==> src/rtl/ide_bm_dma.sv <==
module ide_bm_dma #(
  parameter int AW = 32
) (
  input  logic        clk,
  input  logic        rst_n,
  input  logic        reg_wr,
  input  logic [2:0]  reg_addr,
  input  logic [31:0] reg_wdata,
  output logic [31:0] reg_rdata,
  output logic        mem_req,
  output logic        mem_we,
  output logic [31:0] mem_addr,
  output logic [15:0] mem_wdata,
  input  logic [31:0] mem_rdata,
  input  logic        mem_ack,
  input  logic        mem_err,
  input  logic        drv_req,
  output logic        drv_ack,
  input  logic [15:0] drv_rdata,
  output logic [15:0] drv_wdata,
  input  logic        drv_irq,
  output logic        irq
);
  timeunit 1ns; timeprecision 1ps;

  localparam int CW = 17;
  localparam logic [CW-1:0] FULL = CW'(1) << 16;

  typedef enum logic [2:0] {S_IDLE, S_DESC_A, S_DESC_B, S_MOVE, S_DONE} st_t;
  st_t st;

  logic          run, dir, active, err_f, int_f, eot, irq_q;
  logic [AW-1:0] tbl_ptr, cur_ptr, buf_addr;
  logic [CW-1:0] left;

  wire wr_cmd   = reg_wr && reg_addr == 3'd0;
  wire wr_sts   = reg_wr && reg_addr == 3'd2;
  wire wr_ptr   = reg_wr && reg_addr == 3'd4;
  wire go       = wr_cmd && reg_wdata[0] && !run;
  wire halt     = wr_cmd && !reg_wdata[0] && run;
  wire fault    = mem_req && mem_err;
  wire drv_edge = drv_irq && !irq_q;

  assign mem_req   = (st == S_DESC_A) || (st == S_DESC_B) || (st == S_MOVE && drv_req);
  assign mem_we    = (st == S_MOVE) && dir;
  assign mem_addr  = 32'((st == S_DESC_A) ? cur_ptr :
                         (st == S_DESC_B) ? cur_ptr + AW'(4) : buf_addr);
  assign mem_wdata = drv_rdata;
  assign drv_wdata = mem_rdata[15:0];
  assign drv_ack   = (st == S_MOVE) && drv_req;
  assign irq       = int_f;

  always_comb begin
    case (reg_addr)
      3'd0:    reg_rdata = {28'b0, dir, 2'b0, run};
      3'd2:    reg_rdata = {29'b0, int_f, err_f, active};
      3'd4:    reg_rdata = 32'(tbl_ptr);
      default: reg_rdata = 32'b0;
    endcase
  end

  always_ff @(posedge clk or negedge rst_n) begin
    if (!rst_n) begin
      st <= S_IDLE;  run <= 1'b0;  dir <= 1'b0;  active <= 1'b0;
      err_f <= 1'b0; int_f <= 1'b0; eot <= 1'b0; irq_q <= 1'b0;
      tbl_ptr <= '0; cur_ptr <= '0; buf_addr <= '0; left <= '0;
    end else begin
      irq_q <= drv_irq;
      if (wr_cmd) begin
        run <= reg_wdata[0];
        if (!active) dir <= reg_wdata[3];
      end
      if (wr_ptr) tbl_ptr <= {reg_wdata[AW-1:2], 2'b00};
      if (drv_edge && run)               int_f <= 1'b1;
      else if (wr_sts && reg_wdata[2])   int_f <= 1'b0;
      if (fault)                         err_f <= 1'b1;
      else if (wr_sts && reg_wdata[1])   err_f <= 1'b0;

      if (halt) begin
        st <= S_IDLE; active <= 1'b0;
      end else if (go) begin
        st <= S_DESC_A; cur_ptr <= tbl_ptr; active <= 1'b1;
      end else if (fault) begin
        st <= S_IDLE; active <= 1'b0;
      end else if (mem_ack) begin
        case (st)
          S_DESC_A: begin
            buf_addr <= {mem_rdata[AW-1:1], 1'b0};
            st <= S_DESC_B;
          end
          S_DESC_B: begin
            left <= (mem_rdata[15:1] == 15'd0) ? FULL : {1'b0, mem_rdata[15:1], 1'b0};
            eot  <= mem_rdata[31];
            st   <= S_MOVE;
          end
          S_MOVE: begin
            buf_addr <= buf_addr + AW'(2);
            left     <= left - CW'(2);
            if (left == CW'(2)) begin
              if (eot) begin
                st <= S_DONE; active <= 1'b0;
              end else begin
                cur_ptr <= cur_ptr + AW'(8);
                st <= S_DESC_A;
              end
            end
          end
          default: ;
        endcase
      end
    end
  end

  assert_req_needs_active_R11: assert property (@(posedge clk) disable iff (!rst_n)
    mem_req |-> active);
  assert_fault_stops_R11: assert property (@(posedge clk) disable iff (!rst_n)
    fault |=> (!active && !mem_req));
  assert_even_addr_R3: assert property (@(posedge clk) disable iff (!rst_n)
    mem_req |-> !mem_addr[0]);
  assert_dir_frozen_R10: assert property (@(posedge clk) disable iff (!rst_n)
    (active && $past(active)) |-> $stable(dir));
  assert_int_cause_R8: assert property (@(posedge clk) disable iff (!rst_n)
    $rose(int_f) |-> $past(drv_irq));
  assert_done_quiet_R7: assert property (@(posedge clk) disable iff (!rst_n)
    (st == S_DONE) |-> (!drv_ack && !mem_req));
endmodule

==> config.mk <==
export PLATFORM = sky130hd
export DESIGN_NAME = ide_bm_dma
export DESIGN_NICKNAME = d
export VERILOG_FILES = /design/src/rtl/ide_bm_dma.sv
export SDC_FILE = /design/constraint.sdc
export NUM_CORES = 1
export LEC_CHECK = 0
export BUFFER_PORTS_ARGS = -buffer_cell sky130_fd_sc_hd__buf_2
export CORE_MARGIN = 10
export CORE_UTILIZATION = 55
export DETAILED_ROUTE_END_ITERATION = 6
export PLACE_DENSITY = 0.82
export SYNTH_ARGS = -nofsm -noshare
export SYNTH_HDL_FRONTEND = slang
export SYNTH_SLANG_ARGS = --single-unit
==> constraint.sdc <==
create_clock -name clk -period 4.8 [get_ports clk]
set_input_delay 0.24 -clock clk [delete_from_list [all_inputs] [get_ports clk]]
set_output_delay 0.24 -clock clk [all_outputs]
set_load 0.01 [all_outputs]
==> impl_metrics.ini, run 1 <==
[logic_synthesis]
ys_ff_latch = 117
ys_seq_area_share_pct = 36.6
synth-warning-count = 0
yosysTopAreaCellShare_pct = 36.6
synth_async_sr_flop_share_pct = 100
syn_inst = 988
avgSynthCellArea_um2 = 8.10
synth_edf_count = 0
ys.flop_type = dfrtp_1
syn-cell-area_um2 = 8000
yosysTopAreaCell = dfrtp_1
synth_area_leaders = dfrtp_1 (37%), a21oi_1 (6.2%), o21ai_0 (5.1%)
syn-num-nets = 1082
synth_cell_types = 77

[sta]
fin_crit_ps = 3410
setup_ws_ps = 1390
fmaxAchievable_mhz = 293
whs_ps = 46.8
final-hold-violation-count = 0
max-slew-margin-rel_pct = 26.7
maxSlewViolCount = 0
worstMarginPinSlew_ps = 1100
post-route-period-util_pct = 71.1
tns_ps = 0
setup_viol = 0
fin_skew_ps = 6.75
grt_setup_unrepaired = no

[worst_setup_path]
path_class = reg2out
r2r_end = cur_ptr[22]
worst_setup_path_start_kind = flip-flop
crit_required_ps = 4560
cp-end-kind = primary output
endpoint = mem_addr[19]
crit_start = cur_ptr[4]
critPathArrivalTime_ps = 3170
timing.rr.start = left[11]
rrSetupSlack_ps = 1770
rr_worst_depth = 6
critical_path_peak_fanout = 8

[pwr]
cellLeakagePower_nw = 3.90
vdd_drop_max_mv = 0.292
p_total_w = 0.00536
powerDensity_nw_per_um2 = 585

[detailed_routing]
drcViolationCount = 0
ant_nets = 0
dr_wl_met3_mm = 2.44
wl_met2_mm = 11.7
wl_met1_mm = 10.8
routed_via_density = 6.60
routedWlPerCell_um = 20.2
top_layer = met4
via_count = 8375
drt_wl_total_mm = 25.6
dr.pass1.iters = 5
first_iter_violations = 1192

[place]
place_hpwl_mm = 18.4
routabilityCongestion = 0.922
port_buffers = 154
pre_cts_slack_ps = 1850

[floorplan]
dieArea_um2 = 19800
initial_core_util_pct = 55.7
chipWidth_um = 141
die_y_um = 141
row_count = 44
io_pins = 190
design.core.area_um2 = 14400

[outcome]
outcome = completed

[global_route]
grt_pass1_vias = 7970
antenna_found_initial = 0
grt_max_degree = 71
grt.total_usage_pct = 25.2
overflow = 0
grt_pass1_wl_mm = 41.5

[cts]
cts.sinks = 117
cts.repair.resized = 0
cts_hold_buf = 2
cts_tree = yes
cts_buffer_depth = 2
ctsRootBufferMaster = clkbuf_16
cts_buffers = 17
clkTransAtPathRegs_ps = 60
cts_setup_buffers = 0
htreeDepth = 4
clk_latency_ps = 420

[worst_hold_path]
hp-class = in2reg

[final_layout]
finalNetCount = 1165
area_growth_pct = 14.5
antenna_cells = 0
drive_gt1_share_pct = 22.5

[flow_run]
max_cap_viol_count = 0
## power by group
group,total (W),internal [W],switching (W)
combinational,0.00227,0.000894,0.00137
clock,0.00122,0.000765,0.000459
sequential,0.00187,0.00133,0.000531
total,0.00536,0.00299,0.00236
## kinds of logic after synthesis
logic type	share of synthesized area (%)
AND/OR/NAND/NOR	24.9
AO/OA/AOI/OAI	25.4
flip-flops	36.6
buffers and inverters	6.96
multiplexers	5.00
adder cells (fa/ha/maj)	0.626
XOR/XNOR	0.438
other	0.0469
## cell usage in the layout, fill, tap and decap left out, types with 4 or more instances in the layout
master / Yosys / layout
nand2_1: 103 / 103
or3_1: 7 / 7
o211ai_1: 4 / 4
nand4_1: 19 / 19
a22oi_1: 21 / 21
buf_4: 34 / 9
clkbuf_8: 0 / 4
nor4_1: 13 / 13
o32ai_1: 7 / 7
o22a_1: 4 / 4
mux2_2: 32 / 32
inv_1: 14 / 14
nor2b_1: 6 / 6
o31ai_1: 7 / 7
a211oi_1: 5 / 5
a31oi_1: 10 / 10
a311oi_1: 9 / 9
or4_1: 8 / 8
clkbuf_1: 63 / 4
buf_2: 1 / 153
nor3_1: 24 / 23
nand2b_1: 4 / 4
a21oi_1: 99 / 99
a2bb2oi_1: 5 / 5
o22ai_1: 28 / 28
and2_1: 43 / 43
dfrtp_1: 117 / 117
nand3_1: 39 / 39
mux2i_1: 4 / 4
o21ai_0: 81 / 81
and3_1: 18 / 18
a221o_1: 4 / 4
o21ai_1: 6 / 6
ha_1: 4 / 4
clkbuf_16: 0 / 17
nor2_1: 77 / 77
## how the worst min path moves through the flow
stage                       from    endpoint  cells past startpoint
floorplan                  rst_n      active                      0
global placement           rst_n     left[4]                      1
detailed placement         rst_n     left[4]                      1
CTS                 reg_wdata[7]  tbl_ptr[7]                      2
global route        reg_wdata[4]  tbl_ptr[4]                      2
finish              reg_wdata[7]  tbl_ptr[7]                      2
## critical path, cell delays in order (launching register included)
cell and delay, ps:
dfrtp_1 430, ha_1 310, nand4_1 380, nor4_1 750, and3_1 370, a21oi_1 90, o21ai_0 170, nand2_1 90
buf_2 150
## routing by layer
metal / up-vias / track usage, %
met3: 64 / 5.74
met5: - / 0
met4: 0 / 10.2
met1: 3996 / 33.7
met2: 489 / 38.5
li1: 3826 / -
## sequential cells by signal (all words and copies together), names as in the netlist, 3 cells and up
register,count
buf_addr,31
tbl_ptr,30
st,3
left,16
cur_ptr,30
## cell usage after synthesis, types with 3 or more instances
cell type and instances:
a31oi_1 10, mux2_2 32, nor2b_1 6, a21oi_1 99, or3_1 7, ha_1 4
mux2i_1 4, inv_1 14, buf_4 34, o21ai_0 81, dfrtp_1 117, nor3b_1 4
nor2_1 77, o22ai_1 28, o311ai_1 3, and2_1 43, nand2b_1 4, o211ai_1 4
o22a_1 4, and3_1 18, xor2_1 3, a2bb2oi_1 5, a22oi_1 21, a221o_1 4
nand2_1 103, nand3_1 39, o32ai_1 7, or4_1 8, nand4_1 19, clkbuf_1 63
a21o_1 3, nor4_1 13, o21ai_1 6, nor3_1 24, o31ai_1 7, a211oi_1 5
a211o_1 3, a311oi_1 9, and4_1 3
## per-stage QoR
step	area [um2]	util (%)	std cells
after floorplan	8000	-	988
after global placement	8570	59.6	1234
after detailed placement	8570	59.6	1234
after CTS	9160	63.7	1268
after global routing	9160	63.7	1268
final	9160	63.7	1268
## cell type report
cell class              instances  area (um2)
clock buffers                  25         495
clock inverters                 7        71.3
fillers                      1241        5210
inverters                      14        52.6
multi-input cells             757        4530
flip-flops and latches        117        2930
well taps                     184         230
repair buffers                164         853
No activity file was read; power rests on OpenSTA's default activity.
==> inputs of run 2 (changes only) <==
--- a/config.mk
+++ b/config.mk
@@ -7,9 +7,9 @@
 export LEC_CHECK = 0
 export BUFFER_PORTS_ARGS = -buffer_cell sky130_fd_sc_hd__buf_2
 export CORE_MARGIN = 10
-export CORE_UTILIZATION = 55
+export CORE_UTILIZATION = 50
 export DETAILED_ROUTE_END_ITERATION = 6
-export PLACE_DENSITY = 0.82
+export PLACE_DENSITY = 0.78
 export SYNTH_ARGS = -nofsm -noshare
 export SYNTH_HDL_FRONTEND = slang
 export SYNTH_SLANG_ARGS = --single-unit
==> constraint.sdc (replaced) <==
create_clock -name clk -period 3.1 [get_ports clk]
set_input_delay 0.155 -clock clk [delete_from_list [all_inputs] [get_ports clk]]
set_output_delay 0.155 -clock clk [all_outputs]
set_load 0.01 [all_outputs]
==> run 2 against run 1 <==
Compared with the run above:
- count of clock-buffer cells in the layout decreased by 6
- via count increased by 1.8%
- die area increased by 8.5%
- cell area increased by 6.6%
- highest routed layer unchanged
==> impl_metrics.ini, run 2 (same netlist as run 1, synthesis figures left out) <==
[worst_setup_path]
crit_required_ps = 2940
rr_worst_depth = 8
path_class = reg2out
max_stage_delay_ps = 570
crit_start = cur_ptr[12]
worst_setup_path_start_kind = flip-flop
cp-end-kind = primary output
critical_path_peak_fanout = 10
timing.rr.start = left[11]
critPathArrivalTime_ps = 2850
slowest_stage = or4b_1
crit_chain = nand4_1, nor4_4, or4b_1, o21a_1, o21ai_1, o311ai_1, buf_2
cp_top_family = simple AND/OR/NAND/NOR gates
cp_num_buf_inv = 1
cp.depth = 7

[worst_hold_path]
hp-class = in2reg
min_from = mem_rdata[17]
hold_depth = 3

[pwr]
powerDensity_nw_per_um2 = 886
cellLeakagePower_nw = 4.18
vdd_drop_max_mv = 0.490
p_total_w = 0.00864

[final_layout]
mostFrequentLayoutCell = buf_2
finalNetCount = 1217
largest_reg_flops = 31
top_regs = buf_addr: 31 flops, cur_ptr: 30 flops, tbl_ptr: 30 flops
drive_gt1_share_pct = 23.7
regMostFlops = buf_addr
antenna_cells = 0
final_util_pct = 61.9
area_growth_pct = 22.0
layout_common_cells = buf_2 (153), dfrtp_1 (117), nand2_1 (103)

[global_route]
grt.total_usage_pct = 25.0
antenna_found_initial = 0
grt_pass1_wl_mm = 44.2
grt_max_degree = 66
overflow = 0
grt_pass1_vias = 8049

[place]
pre_cts_slack_ps = 414
routabilityCongestion = 0.928
port_buffers = 154
place_hpwl_mm = 18.9

[detailed_routing]
routedWlPerCell_um = 20.2
ant_nets = 0
drcViolationCount = 0
via_count = 8522
drt_wl_total_mm = 27.3
dr.pass1.iters = 6
first_iter_violations = 1085
routed_via_density = 6.30

[outcome]
outcome = completed

[sta]
final-hold-violation-count = 0
setup_viol = 0
maxSlewViolCount = 0
tns_ps = 0
grt_setup_unrepaired = yes
fin_crit_ps = 3000
setup_ws_ps = 95.0
fmaxAchievable_mhz = 333
post-route-period-util_pct = 96.9
fin_skew_ps = 8.72
max-slew-margin-rel_pct = 34.6
worstMarginPinSlew_ps = 979

[cts]
cts_buffer_depth = 2
cts.sinks = 117
ctsRootBufferMaster = clkbuf_16
clkTransAtPathRegs_ps = 60
htreeDepth = 4
clk_latency_ps = 430
cts_buffers = 17
cts_tree = yes

[floorplan]
chipWidth_um = 146
dieArea_um2 = 21500
design.core.area_um2 = 15800
io_pins = 190
die_y_um = 146
initial_core_util_pct = 50.7
row_count = 46

[flow_run]
max_cap_viol_count = 0
run 2: cell count changes in the layout (fill, tap and decap cells not counted), moves of 2 or more:
cell and delta:
bufinv_16 +3, buf_4 +19, clkbuf_8 -3, buf_12 +2
clkbuf_1 -3, dlygate4sd3_1 +31, clkinv_2 +2
run 2: power by group:
| group | internal, W | total, W | switching [W] |
|---|---|---|---|
| clock | 0.00136 | 0.00211 | 0.000752 |
| combinational | 0.00147 | 0.00367 | 0.00220 |
| sequential | 0.00207 | 0.00286 | 0.000794 |
run 2: layer usage:
layer	vias up	track usage, %	wire length, um
li1	3935	-	-
met2	508	39.4	12600
met4	0	8.56	722
met3	64	6.24	2540
met1	4015	32.6	11400
met5	-	0	0
run 2: area by class of cell:
class                   instances  area, um2
inverters                      14       52.6
repair buffers                216       1350
clock buffers                  19        443
clock inverters                13        180
multi-input cells             757       4540
well taps                     216        270
flip-flops and latches        117       2930
fillers                      1353       6010
run 2: timing repair:
action,in CTS,in global routing
buffers inserted,2,3
endpoints found under the setup margin,1,3
pin swaps,1,1
resized for setup,1,1
hold endpoints to repair,80,0
hold buffers,33,0
cloned,0,0
run 2: final timing paths:
kind                                end  slack [ps]
setup / recovery           mem_addr[29]         100
min in group asynchronous       left[5]         290
max in group asynchronous   tbl_ptr[31]        1810
hold / removal             buf_addr[17]          30
hold reg to reg                   err_f         470
setup reg to reg            cur_ptr[15]         380
run 2: worst register-to-register path, delay by kind of cell, from the launching register on:
family,cells,cell delay [ps]
DFF,1,400
AOI/OAI and AO/OA,3,490
and+or+nand+nor,3,1310
buffers and inverters,2,450
run 2: per-stage QoR:
stage,hold slack (ps),cells,instance area [um2]
after floorplan,-141,988,8000
after global placement,222,1282,8760
after detailed placement,221,1282,8760
after CTS,12.8,1349,9730
after global routing,48.7,1352,9760
final,28.6,1352,9760
==> inputs of run 3 (changes only) <==
==> config.mk (replaced) <==
export PLATFORM = sky130hd
export DESIGN_NAME = ide_bm_dma
export DESIGN_NICKNAME = d
export VERILOG_FILES = /design/src/rtl/ide_bm_dma.sv
export SDC_FILE = /design/constraint.sdc
export NUM_CORES = 1
export LEC_CHECK = 0
export CORE_MARGIN = 10
export CORE_UTILIZATION = 35
export DETAILED_ROUTE_END_ITERATION = 6
export DONT_BUFFER_PORTS = 1
export HOLD_SLACK_MARGIN = 0.03
export SYNTH_ARGS = -nofsm -noshare
export SYNTH_HDL_FRONTEND = slang
export SYNTH_SLANG_ARGS = --single-unit
==> run 3 against run 2 <==
Compared with the run above:
- register-to-register slack barely moved
- highest routed layer unchanged
- clock power rose by 3%
- first-iteration DRC count fell by 36%
- global-route usage fell by 5.1 points
- critical path type unchanged
- sequential power barely moved
- fmax rose by 1.9%
- core utilization fell by 19 points
- via count fell by 6.2%
- cell area fell by 1.8%
- cell count fell by 2.6%
==> impl_metrics.ini, run 3 (same netlist as run 1, synthesis figures left out) <==
[outcome]
outcome = completed

[final_layout]
regMostFlops = buf_addr
mostFrequentLayoutCell = dfrtp_1
drive_gt1_share_pct = 12.3
fill_cells = 2237
layout_common_cells = dfrtp_1 (116), nand2_1 (103), a21oi_1 (99)
antenna_cells = 0
area_growth_pct = 19.8
top_regs = buf_addr: 31 flops, cur_ptr: 30 flops, tbl_ptr: 30 flops
largest_reg_flops = 31
finalNetCount = 1113

[sta]
final-hold-violation-count = 0
post-route-period-util_pct = 95.1
setup_viol = 0
grt_setup_unrepaired = no
maxSlewViolCount = 0
fin_crit_ps = 2950
max-slew-margin-rel_pct = 35.9
whs_ps = 48.5
worstMarginPinSlew_ps = 960
fmaxAchievable_mhz = 339
fin_skew_ps = 12.6
tns_ps = 0

[worst_setup_path]
worst_setup_path_start_kind = flip-flop
r2r_end = cur_ptr[12]
path_class = reg2out
cp-end-kind = primary output
crit_required_ps = 2940
rr_worst_depth = 7
critical_path_peak_fanout = 9
timing.rr.start = left[9]
rrSetupSlack_ps = 390
critPathArrivalTime_ps = 2790

[place]
place_hpwl_mm = 20.7
routabilityCongestion = 0.949
port_buffers = 0

[worst_hold_path]
hp-class = in2reg
min_from = reg_wdata[0]
hold_depth = 3
min_to = cur_ptr[23]

[detailed_routing]
routed_via_density = 6.07
drt_wl_total_mm = 29.0
routedWlPerCell_um = 22.0
via_count = 7996
ant_nets = 0
dr.pass1.iters = 5
drcViolationCount = 0
first_iter_violations = 692

[pwr]
p_total_w = 0.00855
powerDensity_nw_per_um2 = 892
cellLeakagePower_nw = 3.72
vdd_drop_max_mv = 0.381

[floorplan]
io_pins = 190
chipWidth_um = 171
dieArea_um2 = 29300
design.core.area_um2 = 22600
initial_core_util_pct = 35.4
row_count = 55
die_y_um = 171

[cts]
cts_tree = yes
cts_buffer_depth = 2
htreeDepth = 4
cts.sinks = 117
ctsRootBufferMaster = clkbuf_16
cts_buffers = 17
clk_latency_ps = 430
clkTransAtPathRegs_ps = 60

[global_route]
overflow = 0
grt_pass1_wl_mm = 46.1
grt_pass1_vias = 7541
grt.total_usage_pct = 19.9
antenna_found_initial = 1
grt_max_degree = 118

[flow_run]
max_cap_viol_count = 0
## run 3: cell types whose count changed in the layout (fill, tap and decap cells not counted), sizes merged
cell | before | now
clkbuf | 19 | 18
clkinv | 5 | 3
clkinvlp | 3 | 4
dlygate4sd3 | 33 | 74
inv | 15 | 17
buf | 183 | 38
## run 3: where the power goes
group          switching, W  internal, W  total [W]
Clock              0.000796      0.00137    0.00217
Combinational       0.00220      0.00133    0.00353
Sequential         0.000787      0.00207    0.00285
## run 3: final cells by class
type | count | area (um2) | share of cell area (%)
Multi-Input combinational cell | 757 | 4550 | 47.5
Sequential cell | 117 | 2930 | 30.6
Timing Repair Buffer | 112 | 1060 | 11.0
Clock buffer | 18 | 439 | 4.58
Tap cell | 285 | 357 | 3.72
Clock inverter | 14 | 199 | 2.08
Inverter | 14 | 52.6 | 0.548
## run 3: how the worst max path moves through the flow
stage / startpoint / to / slack [ps]
final: cur_ptr[16] / mem_addr[29] / 150
after global placement: left[9] / cur_ptr[23] / 420
after detailed placement: left[9] / cur_ptr[23] / 390
after floorplan: left[11] / cur_ptr[23] / 670
after CTS: cur_ptr[9] / mem_addr[29] / 30
after global routing: cur_ptr[16] / mem_addr[29] / 10
## run 3: repair_timing
action                                 CTS  global route
buffers inserted                         0             3
setup endpoints to repair                1             6
gates resized for setup                  1             3
endpoints found under the hold margin  199             0
hold buffers                            75             0
pin swaps                                0             1
## run 3: stage by stage
| stage | setup WS [ps] | instance area (um2) | std cells | util, % |
|---|---|---|---|---|
| 2_1_floorplan | 669 | 8000 | 988 | - |
| 3_3_place_gp | 420 | 8130 | 1207 | 36.0 |
| 3_5_place_dp | 395 | 8130 | 1207 | 36.0 |
| 4_1_cts | 34.3 | 9550 | 1314 | 42.3 |
| 5_1_grt | 10.1 | 9580 | 1317 | 42.5 |
| 6_report | 151 | 9580 | 1317 | 42.5 |
## run 3: worst max-delay path, cell delays in order, from the launching register on
cell      delay, ps
dfrtp_1         520
nand4_1         300
nor4_4          330
or4b_1          580
o21a_1          210
o21ai_1         110
o311ai_1        140
buf_4           180
## run 3: layer usage
| metal | part of all wire (%) | routed length, um | track usage [%] | vias up |
|---|---|---|---|---|
| met3 | 8.9 | 2580 | 5.59 | 33 |
| met1 | 45 | 13200 | 27.7 | 3839 |
| met5 | 0 | 0 | 0 | - |
| met2 | 44 | 12800 | 29.5 | 396 |
| li1 | - | - | - | 3728 |
| met4 | 1.6 | 450 | 5.22 | 0 |
